File: src/rtl/bitio_pkg.sv
`timescale 1ns/1ps
package bitio_pkg;
  typedef enum logic [1:0] {
    BOP_SET  = 2'b00,
    BOP_CLR  = 2'b01,
    BOP_TST1 = 2'b10,
    BOP_TST0 = 2'b11
  } bop_kind_e;

  typedef enum logic {
    ST_IDLE = 1'b0,
    ST_BUSY = 1'b1
  } bop_state_e;
endpackage

File: src/rtl/bitio_decode.sv
`timescale 1ns/1ps
module bitio_decode #(
  parameter int ADDR_W = 6,
  parameter int BITOP_LIMIT = 32,
  parameter logic [(2**ADDR_W)-1:0] RSVD_MAP = '0
) (
  input  logic [ADDR_W-1:0] addr,
  output logic              rsvd,
  output logic              bit_ok
);
  localparam logic [ADDR_W:0] LIM = BITOP_LIMIT[ADDR_W:0];

  assign rsvd   = RSVD_MAP[addr];
  assign bit_ok = ({1'b0, addr} < LIM);
endmodule

File: src/rtl/bitio_regfile.sv
`timescale 1ns/1ps
module bitio_regfile #(
  parameter int ADDR_W = 6,
  parameter int DATA_W = 8,
  parameter logic [(2**ADDR_W)-1:0] RSVD_MAP = '0,
  parameter int FLAG_ADDR = 8,
  parameter logic [DATA_W-1:0] FLAG_MASK = '0,
  parameter int PART_ADDR = 24,
  parameter logic [DATA_W-1:0] PART_MASK = '1
) (
  input  logic              clk,
  input  logic              rst_n,
  input  logic              wr_en,
  input  logic [ADDR_W-1:0] wr_addr,
  input  logic [DATA_W-1:0] wr_data,
  input  logic              bw_en,
  input  logic [ADDR_W-1:0] bw_addr,
  input  logic [DATA_W-1:0] bw_data,
  input  logic [DATA_W-1:0] evt_set,
  input  logic [ADDR_W-1:0] ra_addr,
  output logic [DATA_W-1:0] ra_data,
  input  logic [ADDR_W-1:0] rb_addr,
  output logic [DATA_W-1:0] rb_data
);
  localparam int NUM_ADDR = 2**ADDR_W;

  logic [DATA_W-1:0] q [NUM_ADDR];

  for (genvar a = 0; a < NUM_ADDR; a++) begin : g_ent
    if (RSVD_MAP[a]) begin : g_rsvd
      assign q[a] = '0;
    end else begin : g_reg
      localparam logic [DATA_W-1:0] FM = (a == FLAG_ADDR) ? FLAG_MASK : '0;
      localparam logic [DATA_W-1:0] IM = (a == PART_ADDR) ? PART_MASK : '1;
      localparam logic [ADDR_W-1:0] MY = ADDR_W'(a);
      logic [DATA_W-1:0] r_q, r_d;
      logic              r_en;

      always_comb begin
        r_d  = r_q;
        r_en = 1'b0;
        if (wr_en && (wr_addr == MY)) begin
          r_d  = (r_q & ~wr_data & FM) | (wr_data & ~FM);
          r_en = 1'b1;
        end
        if (bw_en && (bw_addr == MY)) begin
          r_d  = bw_data;
          r_en = 1'b1;
        end
        // hardware set applied last: set beats a same-cycle clear
        if ((evt_set & FM) != '0) begin
          r_d  = r_d | (evt_set & FM);
          r_en = 1'b1;
        end
        r_d = r_d & IM;
      end

      always_ff @(posedge clk or negedge rst_n) begin
        if (!rst_n)    r_q <= '0;
        else if (r_en) r_q <= r_d;
      end

      assign q[a] = r_q;
    end
  end

  assign ra_data = q[ra_addr];
  assign rb_data = q[rb_addr];
endmodule

File: src/rtl/bitio_bitop.sv
`timescale 1ns/1ps
module bitio_bitop
  import bitio_pkg::*;
#(
  parameter int ADDR_W = 6,
  parameter int DATA_W = 8,
  parameter int BITOP_LIMIT = 32,
  parameter logic [(2**ADDR_W)-1:0] RSVD_MAP = '0,
  localparam int BIT_W = $clog2(DATA_W)
) (
  input  logic              clk,
  input  logic              rst_n,
  input  logic              req,
  input  logic [1:0]        kind,
  input  logic [ADDR_W-1:0] addr,
  input  logic [BIT_W-1:0]  bitsel,
  input  logic [DATA_W-1:0] cur_data,
  output logic [ADDR_W-1:0] tgt_addr,
  output logic              bw_en,
  output logic [DATA_W-1:0] bw_data,
  output logic              busy,
  output logic              done,
  output logic              skip,
  output logic              err
);
  bop_state_e        st_q, st_d;
  bop_kind_e         k_q;
  logic [ADDR_W-1:0] a_q;
  logic [BIT_W-1:0]  b_q;
  logic              rsvd_q;
  logic              cap, done_d, skip_d, err_d;
  logic              done_q, skip_q, err_q;
  logic              in_rsvd, in_ok, bit_now;

  bitio_decode #(
    .ADDR_W(ADDR_W), .BITOP_LIMIT(BITOP_LIMIT), .RSVD_MAP(RSVD_MAP)
  ) u_dec (
    .addr(addr), .rsvd(in_rsvd), .bit_ok(in_ok)
  );

  always_comb begin
    st_d    = st_q;
    cap     = 1'b0;
    done_d  = 1'b0;
    skip_d  = 1'b0;
    err_d   = 1'b0;
    bit_now = cur_data[b_q];
    case (st_q)
      ST_IDLE: begin
        if (req) begin
          if (in_ok) begin
            st_d = ST_BUSY;
            cap  = 1'b1;
          end else begin
            err_d = 1'b1;
          end
        end
      end
      ST_BUSY: begin
        st_d   = ST_IDLE;
        done_d = 1'b1;
        case (k_q)
          BOP_TST1: skip_d = bit_now;
          BOP_TST0: skip_d = !bit_now;
          default:  skip_d = 1'b0;
        endcase
      end
    endcase
  end

  always_comb begin
    bw_data       = cur_data;
    bw_data[b_q]  = (k_q == BOP_SET);
    bw_en         = (st_q == ST_BUSY) && !rsvd_q &&
                    ((k_q == BOP_SET) || (k_q == BOP_CLR));
  end

  always_ff @(posedge clk or negedge rst_n) begin
    if (!rst_n) begin
      st_q   <= ST_IDLE;
      done_q <= 1'b0;
      skip_q <= 1'b0;
      err_q  <= 1'b0;
    end else begin
      st_q   <= st_d;
      done_q <= done_d;
      skip_q <= skip_d;
      err_q  <= err_d;
    end
  end

  always_ff @(posedge clk or negedge rst_n) begin
    if (!rst_n) begin
      k_q    <= BOP_SET;
      a_q    <= '0;
      b_q    <= '0;
      rsvd_q <= 1'b0;
    end else if (cap) begin
      k_q    <= bop_kind_e'(kind);
      a_q    <= addr;
      b_q    <= bitsel;
      rsvd_q <= in_rsvd;
    end
  end

  assign tgt_addr = a_q;
  assign busy     = (st_q == ST_BUSY);
  assign done     = done_q;
  assign skip     = skip_q;
  assign err      = err_q;
endmodule

File: src/rtl/bitio_bank.sv
`timescale 1ns/1ps
module bitio_bank #(
  parameter int ADDR_W = 6,
  parameter int DATA_W = 8,
  parameter int BITOP_LIMIT = 32,
  parameter logic [(2**ADDR_W)-1:0] RSVD_MAP = 64'h1040_0000_0E00_1E07,
  parameter int FLAG_ADDR = 8,
  parameter logic [DATA_W-1:0] FLAG_MASK = 8'h0F,
  parameter int PART_ADDR = 24,
  parameter logic [DATA_W-1:0] PART_MASK = 8'h3F,
  localparam int BIT_W = $clog2(DATA_W)
) (
  input  logic              clk,
  input  logic              rst_n,
  input  logic [ADDR_W-1:0] io_addr,
  input  logic              io_we,
  input  logic [DATA_W-1:0] io_wdata,
  output logic [DATA_W-1:0] io_rdata,
  input  logic [DATA_W-1:0] evt_set,
  input  logic              bop_req,
  input  logic [1:0]        bop_kind,
  input  logic [ADDR_W-1:0] bop_addr,
  input  logic [BIT_W-1:0]  bop_bit,
  output logic              bop_busy,
  output logic              bop_done,
  output logic              bop_skip,
  output logic              bop_err
);
  logic [1:0]        rs_q;
  logic              rst_n_i;
  logic [ADDR_W-1:0] tgt_addr;
  logic [DATA_W-1:0] tgt_data, bw_data;
  logic              bw_en;

  // asynchronous assert, synchronous release
  always_ff @(posedge clk or negedge rst_n) begin
    if (!rst_n) rs_q <= 2'b00;
    else        rs_q <= {rs_q[0], 1'b1};
  end
  assign rst_n_i = rs_q[1];

  bitio_regfile #(
    .ADDR_W(ADDR_W), .DATA_W(DATA_W), .RSVD_MAP(RSVD_MAP),
    .FLAG_ADDR(FLAG_ADDR), .FLAG_MASK(FLAG_MASK),
    .PART_ADDR(PART_ADDR), .PART_MASK(PART_MASK)
  ) u_regs (
    .clk(clk), .rst_n(rst_n_i),
    .wr_en(io_we), .wr_addr(io_addr), .wr_data(io_wdata),
    .bw_en(bw_en), .bw_addr(tgt_addr), .bw_data(bw_data),
    .evt_set(evt_set),
    .ra_addr(io_addr), .ra_data(io_rdata),
    .rb_addr(tgt_addr), .rb_data(tgt_data)
  );

  bitio_bitop #(
    .ADDR_W(ADDR_W), .DATA_W(DATA_W), .BITOP_LIMIT(BITOP_LIMIT),
    .RSVD_MAP(RSVD_MAP)
  ) u_bop (
    .clk(clk), .rst_n(rst_n_i),
    .req(bop_req), .kind(bop_kind), .addr(bop_addr), .bitsel(bop_bit),
    .cur_data(tgt_data), .tgt_addr(tgt_addr),
    .bw_en(bw_en), .bw_data(bw_data),
    .busy(bop_busy), .done(bop_done), .skip(bop_skip), .err(bop_err)
  );
endmodule

File: config.mk
export PLATFORM = sky130hd
export DESIGN_NAME = bitio_bank
export DESIGN_NICKNAME = d
export VERILOG_FILES = /design/src/rtl/bitio_pkg.sv /design/src/rtl/bitio_decode.sv /design/src/rtl/bitio_regfile.sv /design/src/rtl/bitio_bitop.sv /design/src/rtl/bitio_bank.sv
export SDC_FILE = /design/constraint.sdc
export NUM_CORES = 1
export LEC_CHECK = 0
export BUFFER_PORTS_ARGS = -buffer_cell sky130_fd_sc_hd__buf_2
export CAP_MARGIN = 10
export CELL_PAD_IN_SITES_DETAIL_PLACEMENT = 1
export CELL_PAD_IN_SITES_GLOBAL_PLACEMENT = 2
export CORE_ASPECT_RATIO = 0.9
export CORE_MARGIN = 10
export CORE_UTILIZATION = 30
export DETAILED_ROUTE_END_ITERATION = 16
export PLACE_DENSITY_LB_ADDON = 0.15
export RECOVER_POWER = 50
export SLEW_MARGIN = 20
export SYNTH_ARGS = -nofsm -noshare
export SYNTH_HDL_FRONTEND = slang
export SYNTH_HIERARCHICAL = 1
export SYNTH_SLANG_ARGS = --single-unit
File: constraint.sdc
create_clock -name clk -period 20 [get_ports clk]
set_input_delay 1 -clock clk [delete_from_list [all_inputs] [get_ports clk]]
set_output_delay 1 -clock clk [all_outputs]
set_load 0.03 [all_outputs]
==> results.py <==
metrics = {
    "status": {
        "status": "finished, violations left",
        "violations": "max-capacitance violations, max-slew violations",
    },
    "die": {
        "std_cell_rows": 105,
        "core_area_mm2": 0.0914,
        "die_x_um": 340,
        "num_io_pins": 49,
        "die_h_um": 308,
        "start_util_pct": 30.3,
        "dieArea_mm2": 0.105,
    },
    "clocking": {
        "cts-resized-gates": 0,
        "cts.sinks": 432,
        "postCtsSetupBuffers": 0,
        "cts_hold_buf": 0,
        "clockBufferDepth": 3,
        "clock_tree.root_cell": "clkbuf_16",
        "cts_tree": "yes",
        "htree_levels": 2,
        "numCtsBuffers": 56,
        "clock_latency_ns": 0.64,
        "path_clk_slew_ns": 0.06,
    },
    "placement": {
        "port_buffers": 44,
        "place_area_mm2": 0.0288,
        "hpwl_mm": 80.4,
        "gp_congestion": 0.857,
    },
    "detailed_routing": {
        "first_iter_violations": 1712,
        "drt_wl_total_mm": 122,
        "routedWlPerCell_um": 31.1,
        "drtPass1Iterations": 5,
        "drcViolationCount": 0,
        "routed_via_density": 5.81,
        "via_count": 22900,
        "antenna_left": 0,
    },
    "worst_setup_path": {
        "worst_r2r_path_depth": 3,
        "critical_path.endpoint_type": "async pin",
        "crit_type": "flip-flop to async pin",
        "worstReg2RegStart": "rs_q[1]",
        "path_max_fanout": 64,
        "r2r-end": "u_regs/g_ent[28].g_reg.r_q[7]",
        "arrival_ns": 10.42,
        "cp.required_ns": 19.89,
        "setup.worst_path.start_class": "flip-flop",
        "r2r_setup_slack_ns": 9.47,
        "setup.worst_path.start": "rs_q[1]",
    },
    "power": {
        "p_per_area_mw_per_mm2": 112,
        "p_leak_nw": 11.8,
        "irDropWorstVdd_mv": 0.0667,
    },
    "timing": {
        "hold_violations": 0,
        "whs_ns": 0.134,
        "min_period_over_period_pct": 52.7,
        "worst_pin_slew_ns": 3.77,
        "finalCriticalPeriod_ns": 10.53,
        "setup_viol_count_final": 0,
        "finClkSkew_ns": 0.0182,
        "tns_ns": 0,
        "slew_viol_final": 329,
        "fmax_mhz": 94.9,
        "slew_headroom_pct": -151,
        "grt_setup_unrepaired": "no",
    },
    "logic_synthesis": {
        "synth_fa_ha_area_share_pct": 0.0451,
        "ys_warn_count": 6,
        "syn_area_mm2": 0.0277,
        "synth_compound_area_share_pct": 13.5,
        "synthXorXnorAreaFrac_pct": 0.0316,
        "synthCells": 2757,
        "synthMuxAreaShare_pct": 31.8,
        "syn_nets": 2795,
        "postSynth.asyncResetShare_pct": 100,
        "synth_ff_type": "dfrtp_1",
        "synthDistinctLibCells": 72,
        "synth-seq-cells": 432,
        "yosysSeqAreaShare_pct": 39.0,
        "synth_edf_count": 0,
        "syn_area_per_cell_um2": 10.1,
        "synth_top_family_by_area": "multiplexers",
        "synthSimpleGateAreaFrac_pct": 11.2,
    },
    "layout": {
        "ff_latch_area_mm2": 0.0108,
        "diodes": 0,
        "multi_input_area_mm2": 0.0158,
        "finalNetCount": 2697,
        "syn2layout_area_growth_pct": 10.7,
        "stdcell_area_mm2": 0.0307,
        "nFillCells": 10200,
        "drive_gt1_share_pct": 16.5,
    },
    "grt": {
        "antenna_found_initial": 7,
        "grt_use_total_pct": 22.9,
        "grt_start_max_net_pins": 147,
        "grt_overflow": 0,
        "grt_pass1_wl_mm": 178,
        "grt_pass1_vias": 24100,
    },
    "worst_hold_path": {
        "worst_hold_path_type": "primary input to async pin",
    },
    "run": {
        "maxCapViolCount": 6,
    },
}
[synth_stat cells (11+ instances only)]
master      n  area share [%]
dfrtp_1   432              39
nand2_1   364             4.9
nor3_1     11            0.20
a221oi_1   30            0.95
mux4_1     11             1.0
o21ai_0   274             4.9
nor2_1    239             3.2
buf_6      11            0.45
nand3_1    20            0.36
a21oi_1   208             3.8
nor2_2     16            0.36
mux2_2     71             2.9
mux4_2    137              11
a211oi_1   17            0.46
clkbuf_1  154             2.1
buf_1      27            0.37
buf_4      15            0.41
buf_2      48            0.87
nand2b_1   11            0.25
mux2i_1   465              17
a22oi_1    18            0.49
[power breakdown]
| group | internal (W) | total [W] | leakage [nW] | switching, W |
|---|---|---|---|---|
| clock | 0.000619 | 0.00104 | 0.923 | 0.000424 |
| sequential | 0.00109 | 0.00128 | 4.34 | 0.000194 |
| combinational | 0.000421 | 0.00112 | 6.52 | 0.000702 |
| total | 0.00213 | 0.00345 | 11.8 | 0.00132 |
[critical path: stages (launching register included)]
cell and delay, ns:
dfrtp_1 1.64, clkbuf_1 2.40, clkbuf_1 2.79, clkbuf_1 2.77
[flip-flops by register name (all words and copies together) (netlist names), 2 cells and up]
signal                  cells
u_regs/g_ent.g_reg.r_q    414
u_bop/tgt_addr              6
u_bop/b_q                   3
rs_q                        2
u_bop/k_q                   2
[stage by stage]
step                power, W  setup WS (ns)  util [%]  instances
global route         0.00361           7.32      33.6       3935
detailed placement   0.00241          14.03      31.5       3831
CTS                  0.00347          14.03      33.6       3935
global placement     0.00236          14.07      31.5       3831
floorplan            0.00195           7.07         -       2757
finish               0.00345           9.47      33.6       3935
[placed cells by master (no fill, tap or decap), types with 5 or more instances in the layout]
cell and n:
mux2i_1 465, dfrtp_1 429, nand2_1 364, o21ai_0 274
nor2_1 222, a21oi_1 208, mux4_2 137, mux2_2 71
clkbuf_16 57, buf_4 48, buf_2 35, nor2_2 32
a221oi_1 30, clkbuf_1 28, nand3_1 20, a22oi_1 18
a211oi_1 17, clkbuf_8 16, nor3_1 11, nand2b_1 11
mux4_1 11, clkinv_2 9, nor2_4 9, a22o_1 9
o22ai_1 9, nand4_1 9, nand3b_1 8, o31ai_1 8
o221ai_1 8, o32ai_1 8, inv_1 7, nor2b_1 7
nor3b_1 6, a221o_1 5, and3_1 5, a31oi_1 5
o2bb2ai_1 5
[layer usage]
metal  share of wire [%]  global-route usage (%)
met2                  45                    36.0
met5               0.022                       0
met3                 5.5                    3.48
met1                  46                    32.0
met4                 3.2                    7.29
[area by class of cell]
type / count / area share [%]
inverter: 10 / 0.122
multi-input combinational: 2060 / 51.5
clock inverter: 15 / 0.522
clock buffer: 89 / 5.56
tap: 1230 / 5.01
timing repair buffer: 99 / 2.09
sequential: 432 / 35.2
[how the worst max path moves through the flow]
stage / to / slack [ns] / depth (start not counted)
6_report: u_regs/g_ent[28].g_reg.r_q[7] / 9.47 / 3
5_1_grt: u_regs/g_ent[30].g_reg.r_q[7] / 7.32 / 3
4_1_cts: io_rdata[7] / 14.03 / 8
3_5_place_dp: io_rdata[7] / 14.03 / 8
3_3_place_gp: io_rdata[7] / 14.07 / 8
2_1_floorplan: u_bop/b_q[0] / 7.07 / 0
[cells by family after synthesis]
logic type,count (synthesis)
and+or+nand+nor,730
muxes,684
AOI/OAI and AO/OA,643
DFF,432
buffers and inverters,265
adders and majority gates,1
other,1
xor gates and xnor gates,1
Note: power is estimated with default switching activity, not from simulation.
